$ cat config.mk
export PLATFORM = sky130hd
export DESIGN_NAME = edge_decade_counter
export DESIGN_NICKNAME = d
export VERILOG_FILES = /design/src/rtl/edc_pkg.sv /design/src/rtl/edc_sync.sv /design/src/rtl/edc_rise.sv /design/src/rtl/edc_accum.sv /design/src/rtl/edge_decade_counter.sv
export SDC_FILE = /design/constraint.sdc
export NUM_CORES = 1
export LEC_CHECK = 0
export ABC_AREA = 1
export CAP_MARGIN = 20
export CORE_AREA = 8 8 45 47
export CTS_CLUSTER_DIAMETER = 50
export CTS_CLUSTER_SIZE = 14
export DETAILED_ROUTE_END_ITERATION = 7
export DIE_AREA = 0 0 53 55
export DONT_BUFFER_PORTS = 1
export GPL_ROUTABILITY_DRIVEN = 0
export GPL_TIMING_DRIVEN = 0
export PLACE_DENSITY_LB_ADDON = 0.1
export SLEW_MARGIN = 20
export SYNTH_ARGS = -nofsm -noshare
export SYNTH_HDL_FRONTEND = slang
export SYNTH_SLANG_ARGS = --single-unit
$ cat constraint.sdc
create_clock -name clk -period 1.93 [get_ports clk]
set_input_delay 0.193 -clock clk [delete_from_list [all_inputs] [get_ports clk]]
set_output_delay 0.193 -clock clk [all_outputs]
set_load 0.01 [all_outputs]
$ cat src/rtl/edc_pkg.sv
package edc_pkg;
    parameter int MODULUS    = 10;
    parameter int CNT_W      = $clog2(MODULUS);
    parameter int SYNC_DEPTH = 2;
    parameter int N_SRC      = 2;

    typedef logic [CNT_W-1:0] count_t;

    typedef struct packed {
        logic a;
        logic b;
    } hit_pair_t;

    function automatic int hits_of(input hit_pair_t h);
        return int'(h.a) + int'(h.b);
    endfunction

    function automatic count_t wrap_add(input count_t cur, input int inc);
        int s;
        s = int'(cur) + inc;
        if (s >= MODULUS) s = s - MODULUS;
        return count_t'(s);
    endfunction

    function automatic int wrap_dist(input count_t from_v, input count_t to_v);
        return (int'(to_v) + MODULUS - int'(from_v)) % MODULUS;
    endfunction
endpackage

$ cat src/rtl/edc_sync.sv
module edc_sync #(
    parameter int DEPTH = 2
) (
    input  logic clk,
    input  logic rst,
    input  logic d_async,
    output logic q_sync
);
    logic [DEPTH-1:0] stage_q;

    generate
        for (genvar i = 0; i < DEPTH; i++) begin : g_stage
            if (i == 0) begin : g_first
                always_ff @(posedge clk) begin
                    if (rst) stage_q[0] <= 1'b0;
                    else     stage_q[0] <= d_async;
                end
            end else begin : g_next
                always_ff @(posedge clk) begin
                    if (rst) stage_q[i] <= 1'b0;
                    else     stage_q[i] <= stage_q[i-1];
                end
            end
        end
    endgenerate

    assign q_sync = stage_q[DEPTH-1];
endmodule

$ cat src/rtl/edc_rise.sv
module edc_rise (
    input  logic clk,
    input  logic rst,
    input  logic lvl,
    output logic rise
);
    logic lvl_prev_q;

    always_ff @(posedge clk) begin
        if (rst) lvl_prev_q <= 1'b0;
        else     lvl_prev_q <= lvl;
    end

    assign rise = lvl & ~lvl_prev_q;
endmodule

$ cat src/rtl/edc_accum.sv
module edc_accum
    import edc_pkg::*;
(
    input  logic      clk,
    input  logic      rst,
    input  hit_pair_t hits,
    output count_t    value
);
    count_t value_q;

    always_ff @(posedge clk) begin
        if (rst) value_q <= '0;
        else     value_q <= wrap_add(value_q, hits_of(hits));
    end

    assign value = value_q;
endmodule

$ cat src/rtl/edge_decade_counter.sv
module edge_decade_counter
    import edc_pkg::*;
(
    input  logic             clk,
    input  logic             rst,
    input  logic             btn_a,
    input  logic             btn_b,
    output logic [CNT_W-1:0] count_o
);
    logic [N_SRC-1:0] raw_lvl;
    logic [N_SRC-1:0] sync_lvl;
    logic [N_SRC-1:0] rise_v;
    logic             hit_a;
    logic             hit_b;
    hit_pair_t        hits;
    count_t           value;

    assign raw_lvl = {btn_b, btn_a};

    generate
        for (genvar s = 0; s < N_SRC; s++) begin : g_src
            edc_sync #(.DEPTH(SYNC_DEPTH)) u_sync (
                .clk(clk), .rst(rst), .d_async(raw_lvl[s]), .q_sync(sync_lvl[s])
            );
            edc_rise u_rise (
                .clk(clk), .rst(rst), .lvl(sync_lvl[s]), .rise(rise_v[s])
            );
        end
    endgenerate

    assign hit_a  = rise_v[0];
    assign hit_b  = rise_v[1];
    assign hits.a = hit_a;
    assign hits.b = hit_b;

    edc_accum u_acc (
        .clk(clk), .rst(rst), .hits(hits), .value(value)
    );

    assign count_o = value;
endmodule

==> metrics, run 1 <==
hold path cells 2; crit end category flop; Pre-antenna DRT Iters 2; GR met1 Demand/Resource 9.20%; area growth from synthesis to layout 47.1%; final net count just over 90; Worst-Margin Slew roughly 520 ps; HP Class in -> reg; Netlist cell types 17; Post-synth EDFFs 0; outcome completed; Async S/R FF share, synth 0%; RSZ-0062 raised after global routing yes; Port Buffer Count 0; setup violators final 0; Yosys top cell by area dfxtp_1; first-pass GRT wire length 2.06 mm; syn nets between 70 and 80; Worst Skew 3.98 ps; remaining routing DRC violations 0; grt ovf 0; CTS tree yes; mapped cell area 489 um2; Clk pin slew, worst setup/hold paths 60 ps; worst hold slack 36.5 ps; TritonCTS Buffers 3; fin util 52.0%; H-Tree Depth 1; initial DRC count 1; Syn Inst Count 64; root buffer cell clkbuf_4; Max Clk Rate approximately 520 MHz; Worst VDD drop between 0.5 and 0.6 mV; IO Count 8; Clock Path Buffers 2; R2R depth 12; register area share after synthesis 40.9%; RR Startpoint g_src[1].u_sync.q_sync; min cycle time layout 1910 ps; Slew headroom 65.0%; die height between 50 and 60 um; initial antenna violation count 0; post-synth top area share 40.9%; top post-synthesis cells by area dfxtp_1 (41%), inv_1 (13%), nor2_1 (6.1%); Tot GR Track Use approximately a tenth; hold_sp btn_b; #FFs+latches synth 10; CORE AREA 1380 um2; DIE AREA ~2900 um2; final count of pins violating max slew 0; crit path DAT 2110 ps; most frequent cell after synthesis inv_1; Post-CTS Hold Buffers 0; Startpoint Class flop; Initial Util between 30 and 40%; met2 usage 18.2%; vias in the first global route approximately 480; vias per cell 4.31; share of cells above drive strength 1 53.7%; post-route ant nets 0; Leak Pwr 0.326 nW; DR WL/cell 11.4 um; Synth Warn # 0; Req. time, crit path between 2000 and 2500 ps; drt total wl 1.12 mm; die width about 53 um; Antenna Cells 0; Detail Placement HPWL 631 um; syn_area_per_cell 7.64 um2; top cells by count, synth inv_1 (17), dfxtp_1 (10), nor2_1 (8); Period Utilization, post-route 98.8%; Hold Vio Cnt, Final 0; site row count 14; via count 422; P per Cell Area 577 nW/um2; CTS sink cnt 10; Max-cap violations 0; busiest grt layer met2; crit path max fanout 3; critical path type reg -> reg; Clock Latency Late Sink 260 ps; Critical Path Start g_src[1].u_sync.q_sync; met3 Track Usage GR 6.15%; largest net degree at the start of global routing 11; top_reg_cell synth dfxtp_1
[flip-flops by register name, indices dropped and copies added, names as in the netlist]
name and count:
u_acc.value 4, g_src.u_rise.lvl_prev_q 2, g_src.u_sync.q_sync 2, g_src.u_sync.stage_q 2
[placed cells by master, fill, tap and decap left out]
cell type   n
buf_4      14
inv_1      12
nor2_1      8
dfxtp_1     8
inv_2       6
nand2_1     5
nand2_4     3
nand2_2     3
clkbuf_4    3
nand3_1     2
nand3_2     2
a21oi_2     2
or2_4       2
ha_4        2
dfxtp_2     2
inv_4       1
clkbuf_1    1
nand4_1     1
o31ai_4     1
o211ai_1    1
nor2_2      1
fa_2        1
buf_6       1
[routing by layer]
layer | wire length [um] | share of wire (%)
met2 | 583 | 52
met5 | 0 | 0
met1 | 447 | 40
met3 | 85 | 7.6
met4 | 0 | 0
[power breakdown]
part           switching (mW)  total, mW  internal (mW)
clock network          0.0615      0.133         0.0715
logic                  0.0285     0.0600         0.0315
registers             0.00657      0.222          0.215
[logic make-up after synthesis]
kind of cell / share of synthesized area, %
simple gates: 27.9
fa+ha+maj: 9.21
flops: 40.9
buf+inv: 15.3
compound gates: 6.65
[metrics by stage]
step / total power, mW / std cells / TNS, ps / area [um2] / setup slack (ps)
CTS: 0.423 / 100 / 0 / 711 / 8.57
global route: 0.447 / 98 / -208 / 719 / -81.1
detailed placement: 0.262 / 80 / -142 / 524 / -132
finish: 0.415 / 98 / 0 / 719 / 22.6
floorplan: 0.253 / 64 / 0 / 504 / 0.795
global placement: 0.260 / 80 / -113 / 524 / -106
[worst paths after layout]
kind | end | slack [ps]
worst max register to register | u_acc.value[3] | 20
worst min-delay path | g_src[1].u_sync.stage_q[0] | 40
worst max-delay path | u_acc.value[3] | 20
worst min register to register | g_src[0].u_sync.q_sync | 390
[timing repair]
item | 4_1_cts | 5_1_grt
setup endpoints to repair | 2 | 4
pin swaps | 7 | 7
setup buffers | 18 | 0
gates resized for setup | 10 | 9
[cell type report]
class	count	area (um2)
Buffer	1	3.75
Clock buffer	3	22.5
Fill cell	128	664
Inverter	19	73.8
Multi-Input combinational cell	34	280
Sequential cell	10	203
Tap cell	16	20.0
Timing Repair Buffer	15	116
[critical path: stages (launching register included)]
cell and delay (ps):
dfxtp_2 320, inv_2 30, or2_4 240, fa_2 350, inv_2 90, ha_4 160, nand2_4 60, nand2_4 80
inv_4 40, ha_4 160, o31ai_4 160, nand2_1 80, nor2_2 90
Note: power is estimated with default switching activity, not from simulation.
==> run 2: changes to the inputs <==
--- a/config.mk
+++ b/config.mk
@@ -14,7 +14,6 @@
 export DIE_AREA = 0 0 53 55
 export DONT_BUFFER_PORTS = 1
 export GPL_ROUTABILITY_DRIVEN = 0
-export GPL_TIMING_DRIVEN = 0
 export PLACE_DENSITY_LB_ADDON = 0.1
 export SLEW_MARGIN = 20
 export SYNTH_ARGS = -nofsm -noshare
==> metrics, run 2 (same netlist as run 1, synthesis figures left out) <==
total net switching power 88.7 uW (was 96.5 uW); Initial Util 35.4% (unchanged); logic gate share of total power 11.9% (was 14.5%); Clock Latency Late Sink 250 ps (was 260 ps); vias per cell 4.30 (was 4.31); root buffer cell clkbuf_4 (unchanged); DP Area 558 um2 (was 524 um2); setup violators final 0 (unchanged); Clk pwr share 32.8% (was 32.0%); Period Utilization, post-route 95.9% (was 98.8%); R2R Setup Slk 80 ps (was 20 ps); Post-CTS Setup Bufs 0 (was 18); Max Clk Rate 540 MHz (was 524 MHz); worst setup margin 79.5 ps (was 22.6 ps); reg2reg end u_acc.value[3] (unchanged); CTS tree yes (unchanged); Pre-antenna DRT Iters 1 (was 2); Port Buffer Count 0 (unchanged); RR Startpoint g_src[1].u_sync.q_sync (unchanged); hold path cells 2 (unchanged); IO Count 8 (unchanged); Tot GR Track Use 7.61% (was 9.98%); most common cell after layout, fill and taps aside inv_1 (was buf_4); Clk pin slew, worst setup/hold paths 60 ps (about the same); Switching Fraction 22.3% (was 23.3%); critical path type reg -> reg (unchanged); Req. time, crit path 2120 ps (was 2130 ps); Flop pwr share 55.3% (was 53.5%); crit path max fanout 3 (unchanged); area growth from synthesis to layout 30.7% (was 47.1%); TritonCTS Buffers 3 (unchanged); Max-cap violations 0 (unchanged); Antenna Cells 0 (unchanged); site row count 14 (unchanged); final net count 81 (was 91); hold endpoint g_src[0].u_sync.stage_q[0] (was g_src[1].u_sync.stage_q[0]); Startpoint Class flop (unchanged); number of flip-flops in the largest register 4 (unchanged); P per Cell Area 623 nW/um2 (was 577 nW/um2); worst hold slack 41.4 ps (was 36.5 ps); drt total wl 831 um (was 1.12 mm); Detail Placement HPWL 665 um (was 631 um); post-route ant nets 0 (unchanged); Worst VDD drop 0.498 mV (was 0.514 mV); post-place setup slack -105 ps (was -132 ps); initial antenna violation count 0 (unchanged); internal power 310 uW (was 318 uW); RSZ-0062 raised after global routing yes (unchanged); crit path DAT 2040 ps (was 2110 ps); largest net degree at the start of global routing 10 (was 11); crit end category flop (unchanged); DIE AREA 2920 um2 (unchanged); initial DRC count 0 (was 1); post-route cell area 639 um2 (was 719 um2); die height 55 um (unchanged); slowest cell on the critical path fa_2 (unchanged); HP Class in -> reg (unchanged); H-Tree Depth 1 (unchanged); vias in the first global route 363 (was 475); Leak Pwr 0.288 nW (was 0.326 nW); R2R depth 12 (unchanged); Hold Vio Cnt, Final 0 (unchanged); Worst-Margin Slew 386 ps (was 525 ps); cells along the critical path inv_1 > or2_4 > fa_2 > inv_2 > ha_4 > nand2_4 > nand2_4 > inv_4 > ha_4 > o31ai_2 > nand2_1 > nor2_2 (was inv_2 > or2_4 > fa_2 > inv_2 > ha_4 > nand2_4 > nand2_4 > inv_4 > ha_4 > o31ai_4 > nand2_1 > nor2_2); most frequent cells in the layout inv_1 (13), dfxtp_1 (9), nor2_1 (8) (was buf_4 (14), inv_1 (12), nor2_1 (8), dfxtp_1 (8), inv_2 (6)); CTS sink cnt 10 (unchanged); Worst Skew 1.66 ps (was 3.98 ps); die width 53 um (unchanged); min cycle time layout 1850 ps (was 1910 ps); DR WL/cell 9.44 um (was 11.4 um); hold_sp btn_a (was btn_b); remaining routing DRC violations 0 (unchanged); grt ovf 0 (unchanged); Crit path largest cell delay 350 ps (about the same); Slew headroom 74.2% (was 65.0%); CORE AREA 1380 um2 (unchanged); outcome completed (unchanged); via count 378 (was 422); final count of pins violating max slew 0 (unchanged); Clock Path Buffers 2 (unchanged); share of cells above drive strength 1 44.4% (was 53.7%); first-pass GRT wire length 1.57 mm (was 2.06 mm)
[run 2: layer usage]
| layer | wire length, um | GRT usage, % |
|---|---|---|
| met1 | 399 | 8.56 |
| met2 | 364 | 11.1 |
| met3 | 57 | 5.35 |
| met4 | 10 | 2.59 |
| met5 | 0 | 0 |
[run 2: worst max-delay path, delay by kind of cell, from the launching register on]
| family | cells | cell delay [ps] |
|---|---|---|
| DFF | 1 | 300 |
| buffers and inverters | 3 | 150 |
| adders and majority gates | 3 | 650 |
| and+or+nand+nor | 5 | 520 |
| AOI/OAI and AO/OA | 1 | 170 |
[run 2: worst max-delay path by stage]
stage,startpoint,to,slack [ps]
6_report,g_src[1].u_sync.q_sync,u_acc.value[3],80
4_1_cts,g_src[0].u_sync.q_sync,u_acc.value[3],3
2_1_floorplan,g_src[1].u_sync.q_sync,u_acc.value[3],0.8
3_3_place_gp,g_src[1].u_sync.q_sync,u_acc.value[3],-90
3_5_place_dp,g_src[1].u_sync.q_sync,u_acc.value[3],-110
5_1_grt,g_src[1].u_sync.q_sync,u_acc.value[3],-7
[run 2: repair_timing]
action                                  4_1_cts  5_1_grt
pin swaps                                     4        6
resized for setup                             5       10
hold buffers                                  1        0
endpoints found under the setup margin        1        3
endpoints found under the hold margin         9        0
[run 2: area by class of cell]
class,count,area (um2)
Multi-Input combinational cell,34,274
Fill cell,144,744
Tap cell,16,20.0
Sequential cell,10,201
Timing Repair Buffer,6,47.5
Clock buffer,3,22.5
Inverter,19,73.8
[run 2: through the flow]
| step | utilization (%) | total power, mW | TNS (ps) | instances |
|---|---|---|---|---|
| finish | 46.2 | 0.398 | 0 | 88 |
| global route | 46.2 | 0.431 | -7.36 | 88 |
| CTS | 43.8 | 0.405 | 0 | 88 |
| detailed placement | 40.3 | 0.262 | -105 | 84 |
| global placement | 40.3 | 0.261 | -93.7 | 84 |
| floorplan | - | 0.253 | 0 | 64 |
[run 2: power by group through the flow]
stage	Combinational (mW)	Clock [mW]	Sequential (mW)
2_1_floorplan	0.0284	0	0.225
4_1_cts	0.0447	0.141	0.220
3_3_place_gp	0.0364	0	0.224
3_5_place_dp	0.0379	0	0.225
5_1_grt	0.0536	0.156	0.221
6_report	0.0476	0.131	0.220
